<file path="config.mk">
export PLATFORM = sky130hd
export DESIGN_NAME = frac_baud_prescaler
export DESIGN_NICKNAME = d
export VERILOG_FILES = /design/src/rtl/fbp_pkg.sv /design/src/rtl/fbp_cfg_reg.sv /design/src/rtl/fbp_accum.sv /design/src/rtl/fbp_period_fsm.sv /design/src/rtl/frac_baud_prescaler.sv
export SDC_FILE = /design/constraint.sdc
export NUM_CORES = 1
export LEC_CHECK = 0
export BUFFER_PORTS_ARGS = -buffer_cell sky130_fd_sc_hd__buf_2
export CELL_PAD_IN_SITES_DETAIL_PLACEMENT = 0
export CELL_PAD_IN_SITES_GLOBAL_PLACEMENT = 1
export CORE_ASPECT_RATIO = 0.7
export CORE_UTILIZATION = 40
export DETAILED_ROUTE_END_ITERATION = 10
export GPL_TIMING_DRIVEN = 0
export PLACE_DENSITY = 0.74
export SYNTH_ARGS = -nofsm -noshare
export SYNTH_HDL_FRONTEND = slang
export SYNTH_HIERARCHICAL = 1
export SYNTH_SLANG_ARGS = --single-unit
</file>
<file path="constraint.sdc">
create_clock -name clk -period 2.4 [get_ports clk]
set_input_delay 0.24 -clock clk [delete_from_list [all_inputs] [get_ports clk]]
set_output_delay 0.24 -clock clk [all_outputs]
set_load 0.05 [all_outputs]
</file>
<file path="src/rtl/fbp_pkg.sv">
package fbp_pkg;

    typedef enum logic [1:0] {
        ST_BYPASS = 2'd0,
        ST_COUNT  = 2'd1,
        ST_EXTRA  = 2'd2
    } fbp_state_e;

endpackage

</file>
<file path="src/rtl/fbp_cfg_reg.sv">
module fbp_cfg_reg #(
    parameter int SEL_W = 3,
    parameter int INS_W = 5
) (
    input  logic                   clk,
    input  logic                   rst_n,
    input  logic                   we,
    input  logic [SEL_W+INS_W-1:0] wdata,
    output logic [SEL_W+INS_W-1:0] pend_cfg,
    output logic [SEL_W-1:0]       pend_sel,
    output logic [INS_W-1:0]       pend_ins
);
    localparam int CFG_W = SEL_W + INS_W;

    logic [CFG_W-1:0] cfg_q;

    always_ff @(posedge clk or negedge rst_n) begin
        if (!rst_n) begin
            cfg_q <= '0;
        end else if (we) begin
            cfg_q <= wdata;
        end
    end

    assign pend_cfg = cfg_q;
    assign pend_sel = cfg_q[CFG_W-1:INS_W];
    assign pend_ins = cfg_q[INS_W-1:0];

endmodule

</file>
<file path="src/rtl/fbp_accum.sv">
module fbp_accum #(
    parameter int INS_W = 5
) (
    input  logic             clk,
    input  logic             rst_n,
    input  logic             boundary,
    input  logic             cur_bypass,
    input  logic             divide_next,
    input  logic [INS_W-1:0] ins,
    output logic             stretch_next
);
    localparam logic [INS_W-1:0] LAST_IDX = '1;

    logic [INS_W-1:0] acc_q;
    logic [INS_W-1:0] frame_q;
    logic [INS_W-1:0] base;
    logic [INS_W:0]   sum;

    // a new frame (or a start from bypass) begins from an empty accumulator
    always_comb begin
        base = (cur_bypass || frame_q == LAST_IDX) ? '0 : acc_q;
        sum  = {1'b0, base} + {1'b0, ins};
        stretch_next = divide_next && sum[INS_W];
    end

    always_ff @(posedge clk or negedge rst_n) begin
        if (!rst_n) begin
            acc_q   <= '0;
            frame_q <= '0;
        end else if (boundary) begin
            if (!divide_next) begin
                acc_q   <= '0;
                frame_q <= '0;
            end else begin
                acc_q   <= sum[INS_W-1:0];
                frame_q <= cur_bypass ? '0 : frame_q + 1'b1;
            end
        end
    end

endmodule

</file>
<file path="src/rtl/fbp_period_fsm.sv">
module fbp_period_fsm
    import fbp_pkg::*;
#(
    parameter int SEL_W = 3
) (
    input  logic             clk,
    input  logic             rst_n,
    input  logic [SEL_W-1:0] pend_sel,
    input  logic             stretch_next,
    output fbp_state_e       state,
    output logic             tick
);
    fbp_state_e       state_q, state_d;
    logic [SEL_W-1:0] cnt_q, cnt_d;
    logic             str_q, str_d;
    logic             load;

    // next-state process
    always_comb begin
        state_d = state_q;
        cnt_d   = cnt_q;
        str_d   = str_q;
        load    = 1'b0;
        unique case (state_q)
            ST_BYPASS: load = 1'b1;
            ST_COUNT: begin
                if (cnt_q != '0) begin
                    cnt_d = cnt_q - 1'b1;
                end else if (str_q) begin
                    state_d = ST_EXTRA;
                end else begin
                    load = 1'b1;
                end
            end
            ST_EXTRA: load = 1'b1;
            default:  load = 1'b1;
        endcase
        if (load) begin
            if (pend_sel == '0) begin
                state_d = ST_BYPASS;
                cnt_d   = '0;
                str_d   = 1'b0;
            end else begin
                state_d = ST_COUNT;
                cnt_d   = pend_sel;
                str_d   = stretch_next;
            end
        end
    end

    // state register process
    always_ff @(posedge clk or negedge rst_n) begin
        if (!rst_n) begin
            state_q <= ST_BYPASS;
            cnt_q   <= '0;
            str_q   <= 1'b0;
        end else begin
            state_q <= state_d;
            cnt_q   <= cnt_d;
            str_q   <= str_d;
        end
    end

    // output process
    always_comb begin
        unique case (state_q)
            ST_BYPASS: tick = 1'b1;
            ST_COUNT:  tick = (cnt_q == '0) && !str_q;
            ST_EXTRA:  tick = 1'b1;
            default:   tick = 1'b1;
        endcase
    end

    assign state = state_q;

endmodule

</file>
<file path="src/rtl/frac_baud_prescaler.sv">
module frac_baud_prescaler
    import fbp_pkg::*;
#(
    parameter int SEL_W = 3,
    parameter int INS_W = 5
) (
    input  logic                   clk,
    input  logic                   rst_n,
    input  logic                   cfg_we,
    input  logic [SEL_W+INS_W-1:0] cfg_wdata,
    output logic                   baud_en
);
    localparam int CFG_W = SEL_W + INS_W;

    logic [CFG_W-1:0] pend_cfg;
    logic [SEL_W-1:0] pend_sel;
    logic [INS_W-1:0] pend_ins;
    logic             stretch_next;
    logic             tick;
    fbp_state_e       fsm_state;

    fbp_cfg_reg #(.SEL_W(SEL_W), .INS_W(INS_W)) u_cfg (
        .clk      (clk),
        .rst_n    (rst_n),
        .we       (cfg_we),
        .wdata    (cfg_wdata),
        .pend_cfg (pend_cfg),
        .pend_sel (pend_sel),
        .pend_ins (pend_ins)
    );

    fbp_accum #(.INS_W(INS_W)) u_acc (
        .clk          (clk),
        .rst_n        (rst_n),
        .boundary     (tick),
        .cur_bypass   (fsm_state == ST_BYPASS),
        .divide_next  (pend_sel != '0),
        .ins          (pend_ins),
        .stretch_next (stretch_next)
    );

    fbp_period_fsm #(.SEL_W(SEL_W)) u_fsm (
        .clk          (clk),
        .rst_n        (rst_n),
        .pend_sel     (pend_sel),
        .stretch_next (stretch_next),
        .state        (fsm_state),
        .tick         (tick)
    );

    assign baud_en = tick;

endmodule

</file>
Word level (Yosys, flattened, before mapping)

Cells that the tools add are included.

Add/subtract/negate cells: 3
Equality and inequality tests: 3
Muxes and demuxes: 18
Reduce and logical (&&, ||, !) cells: 14

Operator list:

| operator                                                            | number |
|---|---|
| 5-bit 2-to-1 mux                                                    | 4 |
| 3-bit 2-to-1 mux                                                    | 4 |
| 2-bit 2-to-1 mux                                                    | 4 |
| 5-bit by 5-bit adder with 6-bit output                              | 1 |
| 3-bit zero test                                                     | 2 |
| 1-bit 2-to-1 mux                                                    | 6 |
| 2-bit nonzero test                                                  | 3 |
| 3-bit nonzero test                                                  | 2 |
| 5-bit by 1-bit adder with 5-bit output (second input constant)      | 1 |
| 5-bit == test (second input constant)                               | 1 |
| 3-bit AND reduction                                                 | 1 |
| 3-bit by 1-bit subtractor with 3-bit output (second input constant) | 1 |
| 2-bit by 1-bit == test with 1-bit output (second input constant)    | 1 |
| 1-bit logical AND                                                   | 2 |
| 2-bit zero test                                                     | 1 |
| 2-bit by 1-bit != test with 1-bit output (second input constant)    | 1 |
| 2-bit AND reduction                                                 | 1 |
| 1-bit zero test                                                     | 1 |
| 1-bit logical OR                                                    | 1 |

Register bits after elaboration: 24
Input bits: 11
Output and inout bits: 1

Logic depth before layout (Yosys ltp)

Gate-level depths: netlist (run 1).

Depth in word-level cells: 6
Depth in mapped cells: 11
Mapped depth without buffers: 11

Hierarchy

Netlist (run 1), hierarchy kept.

Modules (own cells, without submodules):

| module              | times used | cells an instance | area each (µm²) | seq. area each (µm²) |
|---|---|---|---|---|
| fbp_accum           | 1          | 76                | 681.9           | 250.2 |
| fbp_cfg_reg         | 1          | 25                | 391.6           | 200.2 |
| fbp_period_fsm      | 1          | 33                | 345.3           | 150.1 |
| frac_baud_prescaler | 1          | 2                 | 10.0            | 0.0 |

Least setup slack after synthesis (run 1)

No wires, ideal clock.

Path type: register to register
Start: register u_acc.frame_q[0]
End: register u_acc.acc_q[4]
Setup time: 0.090 ns
Arrival: 2.256 ns
Data required time: 2.310 ns
Path slack: 0.054 ns
Cell stages (with the launch flop): 11
Buffers on the path: 0
Cells stage by stage: dfrtp_1 -> ha_1 -> and3_1 -> ha_1 -> nor3_1 -> ha_1 -> inv_1 -> fa_1 -> or2b_1 -> a211o_1 -> o221ai_1

Longest elaborated chain between the ends: 5

Ends and longest elaborated chain:

| element                                | line            | text |
|---|---|---|
| start, declared                        | fbp_accum.sv:15 | `logic [INS_W-1:0] frame_q;` |
| start signal, assigned                 | fbp_accum.sv:36 | `frame_q <= cur_bypass ? '0 : frame_q + 1'b1;` |
| 5-bit == test                          | fbp_accum.sv:21 | `base = (cur_bypass \|\| frame_q == LAST_IDX) ? '0 : acc_q;` |
| 1-bit logical OR                       | fbp_accum.sv:21 |  |
| 5-bit 2-to-1 mux                       | fbp_accum.sv:21 |  |
| 5-bit by 5-bit adder with 6-bit output | fbp_accum.sv:22 | `sum = {1'b0, base} + {1'b0, ins};` |
| 5-bit 2-to-1 mux                       | fbp_accum.sv:31 | `if (!divide_next) begin` |
| end signal, assigned                   | fbp_accum.sv:35 | `acc_q <= sum[INS_W-1:0];` |
| end, declared                          | fbp_accum.sv:14 | `logic [INS_W-1:0] acc_q;` |

Every way passes these cells.
A chain may end at the register's enable or synchronous reset.

Worst setup path in the final report (run 1)

Same ends and word-level chain as after synthesis.

==> results of run 1 <==
==> critical path, stage by stage (launching register included) <==
cell and delay [ns]:
sky130_fd_sc_hd__dfrtp_1 0.41, sky130_fd_sc_hd__ha_2 0.21, sky130_fd_sc_hd__and3_4 0.15, sky130_fd_sc_hd__ha_4 0.17, sky130_fd_sc_hd__nor3_2 0.18, sky130_fd_sc_hd__ha_2 0.19, sky130_fd_sc_hd__inv_1 0.05, sky130_fd_sc_hd__fa_2 0.34
sky130_fd_sc_hd__or2b_1 0.26, sky130_fd_sc_hd__a211o_1 0.26, sky130_fd_sc_hd__o221ai_1 0.07
==> area by class of cell <==
type | count | area share (%)
Buffer | 14 | 6.122
Clock buffer | 4 | 3.326
Inverter | 14 | 3.175
Multi-Input combinational cell | 84 | 42.55
Sequential cell | 24 | 36.28
Tap cell | 47 | 3.553
Timing Repair Buffer | 14 | 4.989
==> cell usage in the layout (no fill, tap or decap), types with 2 or more instances in the layout <==
cell type                  synthesis  layout
sky130_fd_sc_hd__buf_4            10      13
sky130_fd_sc_hd__o22ai_1           3       3
sky130_fd_sc_hd__nor2b_1           3       3
sky130_fd_sc_hd__nand3_1           3       3
sky130_fd_sc_hd__inv_1            14      14
sky130_fd_sc_hd__ha_2              0       2
sky130_fd_sc_hd__o221ai_1          2       2
sky130_fd_sc_hd__mux2_4            8       8
sky130_fd_sc_hd__nand2_1           7       7
sky130_fd_sc_hd__a21o_1            2       2
sky130_fd_sc_hd__nor3_1            3       2
sky130_fd_sc_hd__nand2b_1          3       3
sky130_fd_sc_hd__clkbuf_8          0       4
sky130_fd_sc_hd__ha_1              9       6
sky130_fd_sc_hd__buf_2             3      13
sky130_fd_sc_hd__nand3b_1          4       4
sky130_fd_sc_hd__o21ai_0           6       5
sky130_fd_sc_hd__or3_1             2       2
sky130_fd_sc_hd__a22o_1            2       2
sky130_fd_sc_hd__mux2i_1           4       4
sky130_fd_sc_hd__dfrtp_1          24      24
sky130_fd_sc_hd__a21oi_1           2       2
sky130_fd_sc_hd__nor2_1            6       6
==> worst max-delay path by stage <==
stage / endpoint / start
after global placement: u_acc/acc_q[4]$_DFFE_PN0P_ / u_acc/frame_q[0]$_DFFE_PN0P_
after global routing: u_acc/acc_q[4]$_DFFE_PN0P_ / u_acc/frame_q[0]$_DFFE_PN0P_
after detailed placement: u_acc/acc_q[4]$_DFFE_PN0P_ / u_acc/frame_q[0]$_DFFE_PN0P_
after CTS: u_acc/acc_q[4]$_DFFE_PN0P_ / u_acc/frame_q[0]$_DFFE_PN0P_
after floorplan: u_acc/acc_q[4]$_DFFE_PN0P_ / u_acc/frame_q[0]$_DFFE_PN0P_
final: u_acc/acc_q[4]$_DFFE_PN0P_ / u_acc/frame_q[0]$_DFFE_PN0P_
==> cell families (layout without fill, tap and decap cells) <==
logic type                 Yosys count  after routing  share of synthesized area [%]
adders and majority gates           10             10                          9.282
buffers and inverters               28             46                          10.77
and+or+nand+nor                     39             39                          15.32
DFF                                 24             24                          42.03
AOI/OAI and AO/OA                   23             23                          11.38
muxes                               12             12                          11.21
==> state kept, by name, indices dropped and copies added (netlist names) <==
signal	count
u_cfg/pend_cfg	8
u_acc/acc_q	5
u_acc/frame_q	5
u_fsm/cnt_q	3
u_fsm/state	2
u_fsm/str_q	1
==> per-layer routing <==
| layer | track usage, % | routed length, um |
|---|---|---|
| met1 | 19.83 | 1269 |
| met2 | 25.93 | 1198 |
| met3 | 5.426 | 143 |
| met4 | 5.449 | 40 |
| met5 | 0 | 0 |
==> metrics by stage <==
| step | worst slack [ns] | cell area [um2] | cells |
|---|---|---|---|
| final | 0.01893 | 1655 | 201 |
| after global routing | -0.05544 | 1655 | 201 |
| after CTS | 0.01264 | 1645 | 200 |
| after detailed placement | -0.1287 | 1538 | 193 |
| after global placement | -0.1324 | 1538 | 193 |
| after floorplan | 0.05394 | 1429 | 136 |
==> timing repair <==
action | 4_1_cts | 5_1_grt
gates resized for setup | 6 | 2
hold endpoints to repair | 24 | 0
setup endpoints to repair | 4 | 4
pin swaps | 1 | 1
hold buffers | 1 | 0
buffers inserted | 2 | 1
==> report_power, final <==
group | switching [mW] | internal (mW)
Clock | 0.124 | 0.146
Combinational | 0.552 | 0.470
Sequential | 0.0842 | 0.540
==> metrics.sh, run 1 <==
GRT_FIRST_PASS_WIRELENGTH_MM=4.464
CP-START-KIND='register'
NUMBER_OF_ENABLE_TYPE_REGISTER_CELLS_IN_THE_SYNTHESIZED_NETLIST=0
FIN_SKEW_NS=0.002370
PERIOD_SHARE_PCT=99.21
FLOORPLAN.DIE.HEIGHT_UM=52.01
YS_SEQ_ELEMENTS=24
ROW_COUNT=17
POWER.IR.VDD_WORST_mV=0.4279
DRV.MAX_CAP_VIOLATION_COUNT=0
PLACE.PORT_BUFFERS=10
CTSHTREEMAXLEVEL=1
CRIT-REG2REG-LAUNCH='u_acc/frame_q[0]$_DFFE_PN0P_'
ROUTED_WIRELENGTH_MM=2.652
TOTAL_DIE_AREA_UM2=3819
TRITONCTS_NUM_SINKS=24
POST_DRT_VIA_CELL_RATIO=5.050
FINALPOWER_mW=1.917
CLKLATENCYLATEPIN_NS=0.27
SYNTH.LARGEST_AREA_CELL='sky130_fd_sc_hd__dfrtp_1'
AVERAGE_WIRE_LENGTH_PER_CELL_AFTER_DETAIL_ROUTING_UM=13.19
ROUTED-VIA-COUNT=1015
FINALHOLDWORSTSLACK_NS=0.1983
ANTENNA_FOUND_INITIAL=0
SYNTH_ASYNC_SR_FLOP_SHARE_PCT=100.0
GLOBAL_ROUTE.OVERFLOW_TOTAL=0
WORST-R2R-CELL-COUNT=10
MIN_DELAY_PATH_DEPTH=2
NUM-FILL-CELLS=318
CP_DATA_ARRIVAL_TIME_NS=2.57
SYNTH_TOP_CELLS_BY_AREA='sky130_fd_sc_hd__dfrtp_1 42%, sky130_fd_sc_hd__mux2_4 8.4%, sky130_fd_sc_hd__ha_1 7.9%, sky130_fd_sc_hd__buf_4 5.3%, sky130_fd_sc_hd__inv_1 3.7%'
OUTCOME='complete, no violations'
DOMINANTREGCELLSYNTH='sky130_fd_sc_hd__dfrtp_1'
SYNTH_CELLS=136
IO-PIN-COUNT=12
CRIT_FANOUT=4
FLOORPLAN.INITIALDENSITY_PCT=43.62
FINAL-SEQ-AREA_UM2=600.6
TIMING.SETUP.TNS_NS=0
NUM-NETS-FINAL=176
P_LEAK_nW=0.8342
ANTENNA_LEFT=0
HOLD_CLASS='in -> reg'
FINAL_DESIGN_UTILIZATION_PCT=50.53
CLOCKROOTBUFFER='sky130_fd_sc_hd__clkbuf_8'
ROUTABILITYCONGESTION=0.7677
REMAINING_DRC_ERRORS=0
SYNTH.DISTINCT_CELLS=36
CTS-BUFFERS-INSERTED=3
SYNTH_MOST_COMMON_CELL='sky130_fd_sc_hd__dfrtp_1'
MULTI_INPUT_COMB_AREA_UM2=704.4
CTS-ROOT-TO-SINK-BUFFERS=2
SETUP_VIOL=0
TIMING.FINAL.MAX_SLEW_VIOLATIONS=0
WORST-SLEW-PIN-TRANSITION_NS=0.5462
TRITONCTS_CLOCK_TREE='done'
SYNTH_AREA_PER_CELL_UM2=10.51
GRT_USE_TOTAL_PCT=15.93
LAYOUT_CELL_SHARE_WITH_DRIVE_STRENGTH_BEYOND_1_PCT=31.17
WORSTREG2REGEND='u_acc/acc_q[4]$_DFFE_PN0P_'
TIMING.CRITICAL_PATH.REQUIRED_NS=2.58
YS_SEQ_AREA_SHARE_PCT=42.03
FLOW.AREA_GROWTH_FROM_SYNTHESIS_PCT=15.85
DRT_ITER0_MARKERS=53
TIMING.HOLD.WORST_ENDPOINT='u_cfg/pend_cfg[3]$_DFFE_PN0P_'
REG2REG_SETUP_SLACK_NS=0.02
ACHIEVABLE-FREQUENCY_GHz=0.4200
FINAL_ANTENNA_DIODE_COUNT=0
GRT_START_MAX_NET_PINS=25
GRT_PASS1_VIAS=1015
NETLIST_AREA_UM2=1429
FINAL-HOLD-VIOLATION-COUNT=0
SETUP_REPAIR_AFTER_GLOBAL_ROUTING_MISSED_ITS_MARGIN='true'
POWER_DENSITY_nW_PER_UM2=1158
YOSYSTOPAREACELLSHARE_PCT=42.03
PERIOD_MINUS_SLACK_NS=2.381
YS_TOP_CELLS_BY_COUNT='24 x sky130_fd_sc_hd__dfrtp_1, 14 x sky130_fd_sc_hd__inv_1, 10 x sky130_fd_sc_hd__buf_4'
YOSYS_WARNINGS=6
MAX-SLEW-MARGIN-REL_PCT=63.59
CORE_REGION_AREA_UM2=3276
CP-END-KIND='register'
FIRST_PASS_ITERS=4
CRITICALPATHCATEGORY='reg -> reg'
SYN_NETS=157
PLACED_WIRE_LENGTH_ESTIMATE_MM=1.901
CTS.REPORTEDPATHS.CLKPINSLEW_NS=0.08
HOLD_START='cfg_wdata[3]'
FP.DIEW_UM=73.44
No activity file was read; power rests on OpenSTA's default activity.
==> run 2, diff against run 1 <==
--- a/config.mk
+++ b/config.mk
@@ -13,6 +13,7 @@
 export DETAILED_ROUTE_END_ITERATION = 10
 export GPL_TIMING_DRIVEN = 0
 export PLACE_DENSITY = 0.74
+export REMOVE_ABC_BUFFERS = 1
 export SYNTH_ARGS = -nofsm -noshare
 export SYNTH_HDL_FRONTEND = slang
 export SYNTH_HIERARCHICAL = 1
==> run 2 against run 1 <==
Non-clock buffer count is 13 lower. Critical endpoint is now u_acc/acc_q[3]$_DFFE_PN0P_. Largest cell class unchanged. Clock skew down 0.0011 ns. Flip-flop and latch count did not move. Global-route usage down 1.5 points. Sequential share of layout area increased by 1.2 points. Combinational power hardly changed. Register-to-register slack barely moved.
==> metrics.sh, run 2 (synthesis gave the netlist of run 1 again) <==
TRITONCTS_NUM_SINKS=24  # unchanged
POST_DRT_VIA_CELL_RATIO=5.048  # about the same
CTSHTREEMAXLEVEL=1  # unchanged
PATH_DELAY_FAMILY='simple AND/OR/NAND/NOR gates'
FP.DIEW_UM=73.44  # unchanged
TRITONCTS_CLOCK_TREE='done'
WORST-R2R-CELL-COUNT=10  # unchanged
FINALHOLDWORSTSLACK_NS=0.1975  # -0.0008030 ns
FLOW.AREA_GROWTH_FROM_SYNTHESIS_PCT=12.26
ANTENNA_LEFT=0  # unchanged
DRV.MAX_CAP_VIOLATION_COUNT=0  # unchanged
NUM-NETS-FINAL=164  # -6.8%
PLACE.PORT_BUFFERS=11  # +1
FLOORPLAN.DIE.HEIGHT_UM=52.01  # unchanged
ANTENNA_FOUND_INITIAL=0  # unchanged
POSTLAYOUTCELLAREA_UM2=1604  # -3.1%
SETUP_VIOL=0  # unchanged
ROUTED-VIA-COUNT=954  # -6.0%
TIMING.FINAL.MAX_SLEW_VIOLATIONS=0  # unchanged
MIN_DELAY_PATH_DEPTH=2  # unchanged
REMAINING_DRC_ERRORS=0  # unchanged
CORE_REGION_AREA_UM2=3276  # unchanged
PERIOD_MINUS_SLACK_NS=2.380  # -0.0006663 ns
GRT_PASS1_VIAS=900  # -11%
TOTAL_DIE_AREA_UM2=3819  # unchanged
ROW_COUNT=17  # unchanged
DP.CELLS=180  # -6.7%
HOLD_CLASS='in -> reg'
ROUTABILITYCONGESTION=0.7966  # +3.8%
TIMING.CRITICAL_PATH.SLOWEST_CELL_DELAY_NS=0.39  # -0.02 ns
FIN_SKEW_NS=0.001236  # -0.001133 ns
SETUP_REPAIR_AFTER_GLOBAL_ROUTING_MISSED_ITS_MARGIN='true'
NUM-FILL-CELLS=317  # -0.31%
CTS-BUFFERS-INSERTED=3  # unchanged
GRT_USE_TOTAL_PCT=14.41  # -1.5 points
FINAL-SEQ-AREA_UM2=600.6  # unchanged
PERIOD_SHARE_PCT=99.18  # about the same
OUTCOME='complete, no violations'
FINAL-HOLD-VIOLATION-COUNT=0  # unchanged
MULTI_INPUT_COMB_AREA_UM2=733.2  # +4.1%
FLOORPLAN.INITIALDENSITY_PCT=43.62  # unchanged
FINALNONFILLERCELLS=189  # -6.0%
HOLD_START='cfg_wdata[7]'
CRITICAL_PATH.CELL_CHAIN='ha_2, and3_4, ha_4, nor2_1, nand2_1, inv_1, ha_1, and3_1, or3_1, a41o_1'
MOSTFREQUENTLAYOUTCELLS='24 x sky130_fd_sc_hd__dfrtp_1, 13 x sky130_fd_sc_hd__inv_1, 11 x sky130_fd_sc_hd__buf_2, 8 x sky130_fd_sc_hd__mux2_4, 7 x sky130_fd_sc_hd__nand2_1'
LAYOUT.CELLS.MOST_COMMON='sky130_fd_sc_hd__dfrtp_1'
POWER.IR.VDD_WORST_mV=0.4117  # -3.8%
ACHIEVABLE-FREQUENCY_GHz=0.4201  # about the same
CRIT-REG2REG-LAUNCH='u_acc/frame_q[0]$_DFFE_PN0P_'
IO-PIN-COUNT=12  # unchanged
REG2REG_SETUP_SLACK_NS=0.02  # about the same
CP-END-KIND='register'
CRITICALPATHCATEGORY='reg -> reg'
CTS.REPORTEDPATHS.CLKPINSLEW_NS=0.08  # about the same
POWER_DENSITY_nW_PER_UM2=1225  # +5.7%
WORST_PATH_MAX_DELAY_CELL='sky130_fd_sc_hd__dfrtp_1'
P_LEAK_nW=0.7830  # -6.1%
GRT_FIRST_PASS_WIRELENGTH_MM=4.036  # -9.6%
TIMING.HOLD.WORST_ENDPOINT='u_cfg/pend_cfg[7]$_DFFE_PN0P_'
GRT_START_MAX_NET_PINS=25  # unchanged
TIMING.CRITICAL_PATH.REQUIRED_NS=2.56  # -0.02 ns
GLOBAL_ROUTE.OVERFLOW_TOTAL=0  # unchanged
ROUTED_WIRELENGTH_MM=2.474  # -6.7%
LAYOUT_CELL_SHARE_WITH_DRIVE_STRENGTH_BEYOND_1_PCT=26.76  # -4.4 points
WORST-SLEW-PIN-TRANSITION_NS=0.8464  # +0.3002 ns
PLACEMENT_STAGE_CELL_AREA_UM2=1441  # -6.3%
CLOCKROOTBUFFER='sky130_fd_sc_hd__clkbuf_8'
CTS-ROOT-TO-SINK-BUFFERS=2  # unchanged
CLKLATENCYLATEPIN_NS=0.26  # about the same
DRT_ITER0_MARKERS=19  # -64%
WORST-PATH-BUF-INV=1  # unchanged
AVERAGE_WIRE_LENGTH_PER_CELL_AFTER_DETAIL_ROUTING_UM=13.09  # -0.79%
MAX-SLEW-MARGIN-REL_PCT=43.46  # -20 points
FINAL_ANTENNA_DIODE_COUNT=0  # unchanged
CRIT_FANOUT=4  # unchanged
LARGEST_REG_FLOPS=8  # unchanged
CP_DATA_ARRIVAL_TIME_NS=2.54  # -0.03 ns
CP-START-KIND='register'
WORSTREG2REGEND='u_acc/acc_q[3]$_DFFE_PN0P_'
PLACED_WIRE_LENGTH_ESTIMATE_MM=1.718  # -9.6%
FIRST_PASS_ITERS=4  # unchanged
run 2: where the power goes:
group          total [mW]  internal (mW)  leakage [nW]  switching, mW
Sequential          0.627          0.540         0.289         0.0869
Clock               0.351          0.223        0.0357          0.128
Combinational       0.987          0.438         0.458          0.549
Total                1.96           1.20         0.783          0.764
run 2: layer usage:
metal  vias up  GRT usage (%)  routed length (um)
met5         -              0                   0
li1        481              -                   -
met4         0          3.846                  16
met1       457          18.39                1234
met2        14          23.61                1143
met3         2          4.651                  80
run 2: area by class of cell:
type	count	share of cell area, %
flip-flops and latches	24	37.44
clock inverters	1	1.872
repair buffers	15	5.460
well taps	47	3.666
inverters	14	3.276
multi-input cells	85	45.71
clock buffers	3	2.574
run 2: worst max-delay path by stage:
stage / startpoint / end / slack (ns) / depth (start not counted)
3_3_place_gp: u_acc/frame_q[0]$_DFFE_PN0P_ / u_acc/acc_q[4]$_DFFE_PN0P_ / -0.12 / 10
4_1_cts: u_acc/frame_q[0]$_DFFE_PN0P_ / u_acc/acc_q[4]$_DFFE_PN0P_ / -0.02 / 10
3_5_place_dp: u_acc/frame_q[0]$_DFFE_PN0P_ / u_acc/acc_q[4]$_DFFE_PN0P_ / -0.17 / 10
5_1_grt: u_acc/frame_q[0]$_DFFE_PN0P_ / u_acc/acc_q[4]$_DFFE_PN0P_ / -0.07 / 10
6_report: u_acc/frame_q[0]$_DFFE_PN0P_ / u_acc/acc_q[3]$_DFFE_PN0P_ / 0.02 / 10
2_1_floorplan: u_acc/frame_q[0]$_DFFE_PN0P_ / u_acc/acc_q[4]$_DFFE_PN0P_ / 0.05 / 10
run 2: metrics by stage:
step           util [%]  setup WS (ns)   TNS, ns  power [mW]
5_1_grt           48.97       -0.07048   -0.1377       2.142
6_report          48.97        0.01960         0       1.964
3_5_place_dp      44.00        -0.1723   -0.3900       1.494
4_1_cts           47.48       -0.02231  -0.04361       1.900
3_3_place_gp      44.00        -0.1185   -0.2289       1.462
2_1_floorplan         -        0.04843         0       1.307
run 2: what timing repair did:
action                                  4_1_cts  5_1_grt
pin swaps                                     2        3
cloned                                        0        1
endpoints found under the setup margin        5        5
hold buffers                                  1        0
hold endpoints to repair                     24        0
setup buffers                                 2        1
resized for setup                             5        8
==> run 3, diff against run 2 <==
--- a/config.mk
+++ b/config.mk
@@ -12,8 +12,7 @@
 export CORE_UTILIZATION = 40
 export DETAILED_ROUTE_END_ITERATION = 10
 export GPL_TIMING_DRIVEN = 0
-export PLACE_DENSITY = 0.74
-export REMOVE_ABC_BUFFERS = 1
+export PLACE_DENSITY = 0.83
 export SYNTH_ARGS = -nofsm -noshare
 export SYNTH_HDL_FRONTEND = slang
 export SYNTH_HIERARCHICAL = 1
==> constraint.sdc (replaced) <==
create_clock -name clk -period 2.4 [get_ports clk]
set_input_delay 0.24 -clock clk [delete_from_list [all_inputs] [get_ports clk]]
set_output_delay 0.24 -clock clk [all_outputs]
set_load 0.01 [all_outputs]
==> run 3 against run 2 <==
Critical endpoint unchanged. Utilization grew 1.9 points. Non-clock buffer count grew 13. Maximum frequency grew 0.77%. Sequential power shrank 0.6%. First-iteration DRC count shrank 5.3%.
==> metrics.sh, run 3 (synthesis gave the netlist of run 1 again) <==
CTSHTREEMAXLEVEL=1  # unchanged
TIMING.HOLD.WORST_ENDPOINT='u_cfg/pend_cfg[1]$_DFFE_PN0P_'
POST_DRT_VIA_CELL_RATIO=4.975  # -1.4%
ACHIEVABLE-FREQUENCY_GHz=0.4233  # +0.77%
MAX-SLEW-MARGIN-REL_PCT=64.02  # +21 points
P_INT_mW=1.132  # -5.7%
CORE_REGION_AREA_UM2=3276  # unchanged
MOSTFREQUENTLAYOUTCELLS='24 x sky130_fd_sc_hd__dfrtp_1, 14 x sky130_fd_sc_hd__inv_1, 13 x sky130_fd_sc_hd__buf_2, 13 x sky130_fd_sc_hd__buf_4, 8 x sky130_fd_sc_hd__mux2_4'
LAYOUT_CELL_SHARE_WITH_DRIVE_STRENGTH_BEYOND_1_PCT=33.33  # +6.6 points
FINALPOWER_mW=1.866  # -5.0%
WORSTREG2REGEND='u_acc/acc_q[3]$_DFFE_PN0P_'
FLOORPLAN.DIE.HEIGHT_UM=52.01  # unchanged
PART_OF_THE_TOTAL_POWER_DISSIPATED_IN_SEQUENTIAL_ELEMENTS_PCT=33.4  # +1.5 points
AVERAGE_WIRE_LENGTH_PER_CELL_AFTER_DETAIL_ROUTING_UM=13.30  # +1.6%
FLOW.AREA_GROWTH_FROM_SYNTHESIS_PCT=16.55
TRITONCTS_NUM_SINKS=24  # unchanged
PLACE.PORT_BUFFERS=10  # -1
CP-START-KIND='register'
WORST-SLEW-PIN-TRANSITION_NS=0.5396  # -0.3068 ns
POWER_DENSITY_nW_PER_UM2=1121  # -8.5%
TIMING.FINAL.MAX_SLEW_VIOLATIONS=0  # unchanged
REG2REG_SETUP_SLACK_NS=0.04  # +0.02 ns
ROUTED-VIA-COUNT=995  # +4.3%
NETSWITCHINGFRACTION_PCT=39.35  # +0.46 points
LAYOUT.CELLS.MOST_COMMON='sky130_fd_sc_hd__dfrtp_1'
PWR-SHARE-CLK_PCT=12.4  # -5.5 points
P_LEAK_nW=0.8275  # +5.7%
PERIOD_SHARE_PCT=98.43  # -0.75 points
GRT_PASS1_VIAS=1021  # +13%
CTS.REPORTEDPATHS.CLKPINSLEW_NS=0.08  # about the same
IO-PIN-COUNT=12  # unchanged
CLKLATENCYLATEPIN_NS=0.26  # about the same
FIN_SKEW_NS=0.002661  # +0.001425 ns
FINAL_ANTENNA_DIODE_COUNT=0  # unchanged
GRT_USE_TOTAL_PCT=15.83  # +1.4 points
PERIOD_MINUS_SLACK_NS=2.362  # -0.01810 ns
ANTENNA_FOUND_INITIAL=0  # unchanged
CTS-BUFFERS-INSERTED=3  # unchanged
HOLD_CLASS='in -> reg'
SHARE_COMB_OF_TOTAL_POWER_PCT=54.2  # +4.0 points
POWER.IR.VDD_WORST_mV=0.4165  # +1.2%
CRIT_FANOUT=4  # unchanged
CRITICALPATHCATEGORY='reg -> reg'
REMAINING_DRC_ERRORS=0  # unchanged
ROUTABILITYCONGESTION=0.8516  # +6.9%
HOLD_START='cfg_wdata[1]'
NUM-NETS-FINAL=176  # +7.3%
DRT_ITER0_MARKERS=18  # -1
FLOORPLAN.INITIALDENSITY_PCT=43.62  # unchanged
LARGEST_REG_FLOPS=8  # unchanged
PLACED_WIRE_LENGTH_ESTIMATE_MM=1.867  # +8.7%
MIN_DELAY_PATH_DEPTH=2  # unchanged
GRT_START_MAX_NET_PINS=25  # unchanged
WORST-R2R-CELL-COUNT=10  # unchanged
ROW_COUNT=17  # unchanged
ANTENNA_LEFT=0  # unchanged
TIMING.CRITICAL_PATH.REQUIRED_NS=2.55  # about the same
GLOBAL_ROUTE.OVERFLOW_TOTAL=0  # unchanged
SWITCHING_POWER_mW=0.7343  # -3.9%
OUTCOME='complete, no violations'
CLOCKROOTBUFFER='sky130_fd_sc_hd__clkbuf_8'
TOTAL_DIE_AREA_UM2=3819  # unchanged
FINAL-HOLD-VIOLATION-COUNT=0  # unchanged
CP-END-KIND='register'
FP.DIEW_UM=73.44  # unchanged
DRV.MAX_CAP_VIOLATION_COUNT=0  # unchanged
CP_DATA_ARRIVAL_TIME_NS=2.51  # -0.03 ns
FIRST_PASS_ITERS=5  # +1
ROUTED_WIRELENGTH_MM=2.660  # +7.5%
TRITONCTS_CLOCK_TREE='done'
GRT_FIRST_PASS_WIRELENGTH_MM=4.581  # +14%
FINALHOLDWORSTSLACK_NS=0.2070  # +0.009468 ns
CRIT-REG2REG-LAUNCH='u_acc/frame_q[0]$_DFFE_PN0P_'
SETUP_VIOL=0  # unchanged
CTS-ROOT-TO-SINK-BUFFERS=2  # unchanged
## run 3: final cells by class
class                      count  area [um2]
inverter                      14       52.55
multi-input combinational     84       728.2
tap                           47       58.81
fill                         311        1610
buffer                        14       101.3
clock buffer                   3       41.29
sequential                    24       600.6
timing repair buffer          14       82.58
## run 3: worst max path at each step
stage / endpoint / depth (start not counted) / start
4_1_cts: u_acc/acc_q[4]$_DFFE_PN0P_ / 10 / u_acc/frame_q[0]$_DFFE_PN0P_
6_report: u_acc/acc_q[3]$_DFFE_PN0P_ / 10 / u_acc/frame_q[0]$_DFFE_PN0P_
3_5_place_dp: u_acc/acc_q[4]$_DFFE_PN0P_ / 10 / u_acc/frame_q[0]$_DFFE_PN0P_
3_3_place_gp: u_acc/acc_q[4]$_DFFE_PN0P_ / 10 / u_acc/frame_q[0]$_DFFE_PN0P_
2_1_floorplan: u_acc/acc_q[4]$_DFFE_PN0P_ / 10 / u_acc/frame_q[0]$_DFFE_PN0P_
5_1_grt: u_acc/acc_q[3]$_DFFE_PN0P_ / 10 / u_acc/frame_q[0]$_DFFE_PN0P_
## run 3: critical path, cell delays in order, from the launching register on
cell and delay, ns:
sky130_fd_sc_hd__dfrtp_1 0.39, sky130_fd_sc_hd__ha_2 0.20, sky130_fd_sc_hd__and3_4 0.15, sky130_fd_sc_hd__ha_4 0.19, sky130_fd_sc_hd__nor2_4 0.12, sky130_fd_sc_hd__nand2_2 0.08, sky130_fd_sc_hd__inv_1 0.09, sky130_fd_sc_hd__ha_1 0.23
sky130_fd_sc_hd__and3_1 0.20, sky130_fd_sc_hd__or3_1 0.36, sky130_fd_sc_hd__a41o_1 0.25
## run 3: stage by stage
stage                     cell area, um2  setup TNS, ns  util [%]  std cells  worst slack [ns]
final                               1665              0     50.84        200           0.03770
after global routing                1665       -0.06075     50.84        200          -0.03069
after CTS                           1629              0     49.73        199          0.001031
after detailed placement            1538        -0.1904     46.94        193          -0.09697
after global placement              1538        -0.1020     46.94        193          -0.08773
after floorplan                     1429              0         -        136           0.05394
## run 3: power groups by stage
stage / combinational (mW) / sequential, mW / clock [mW]
floorplan: 0.724 / 0.608 / 0
global placement: 0.864 / 0.623 / 0
detailed placement: 0.905 / 0.630 / 0
CTS: 0.951 / 0.619 / 0.238
global route: 1.14 / 0.639 / 0.252
finish: 1.01 / 0.623 / 0.231
## run 3: layer usage
metal | vias to the layer above | wire [um] | GRT usage [%]
li1 | 500 | - | -
met1 | 471 | 1339 | 21.95
met2 | 18 | 1210 | 25.77
met3 | 6 | 69 | 1.938
met4 | 0 | 40 | 5.449
met5 | - | 0 | 0
## run 3: repair_timing
item                                   4_1_cts  5_1_grt
endpoints found under the hold margin       24        0
resized for setup                            5        8
hold buffers                                 1        0
setup endpoints to repair                    4        4
pin swaps                                    0        3
setup buffers                                2        1
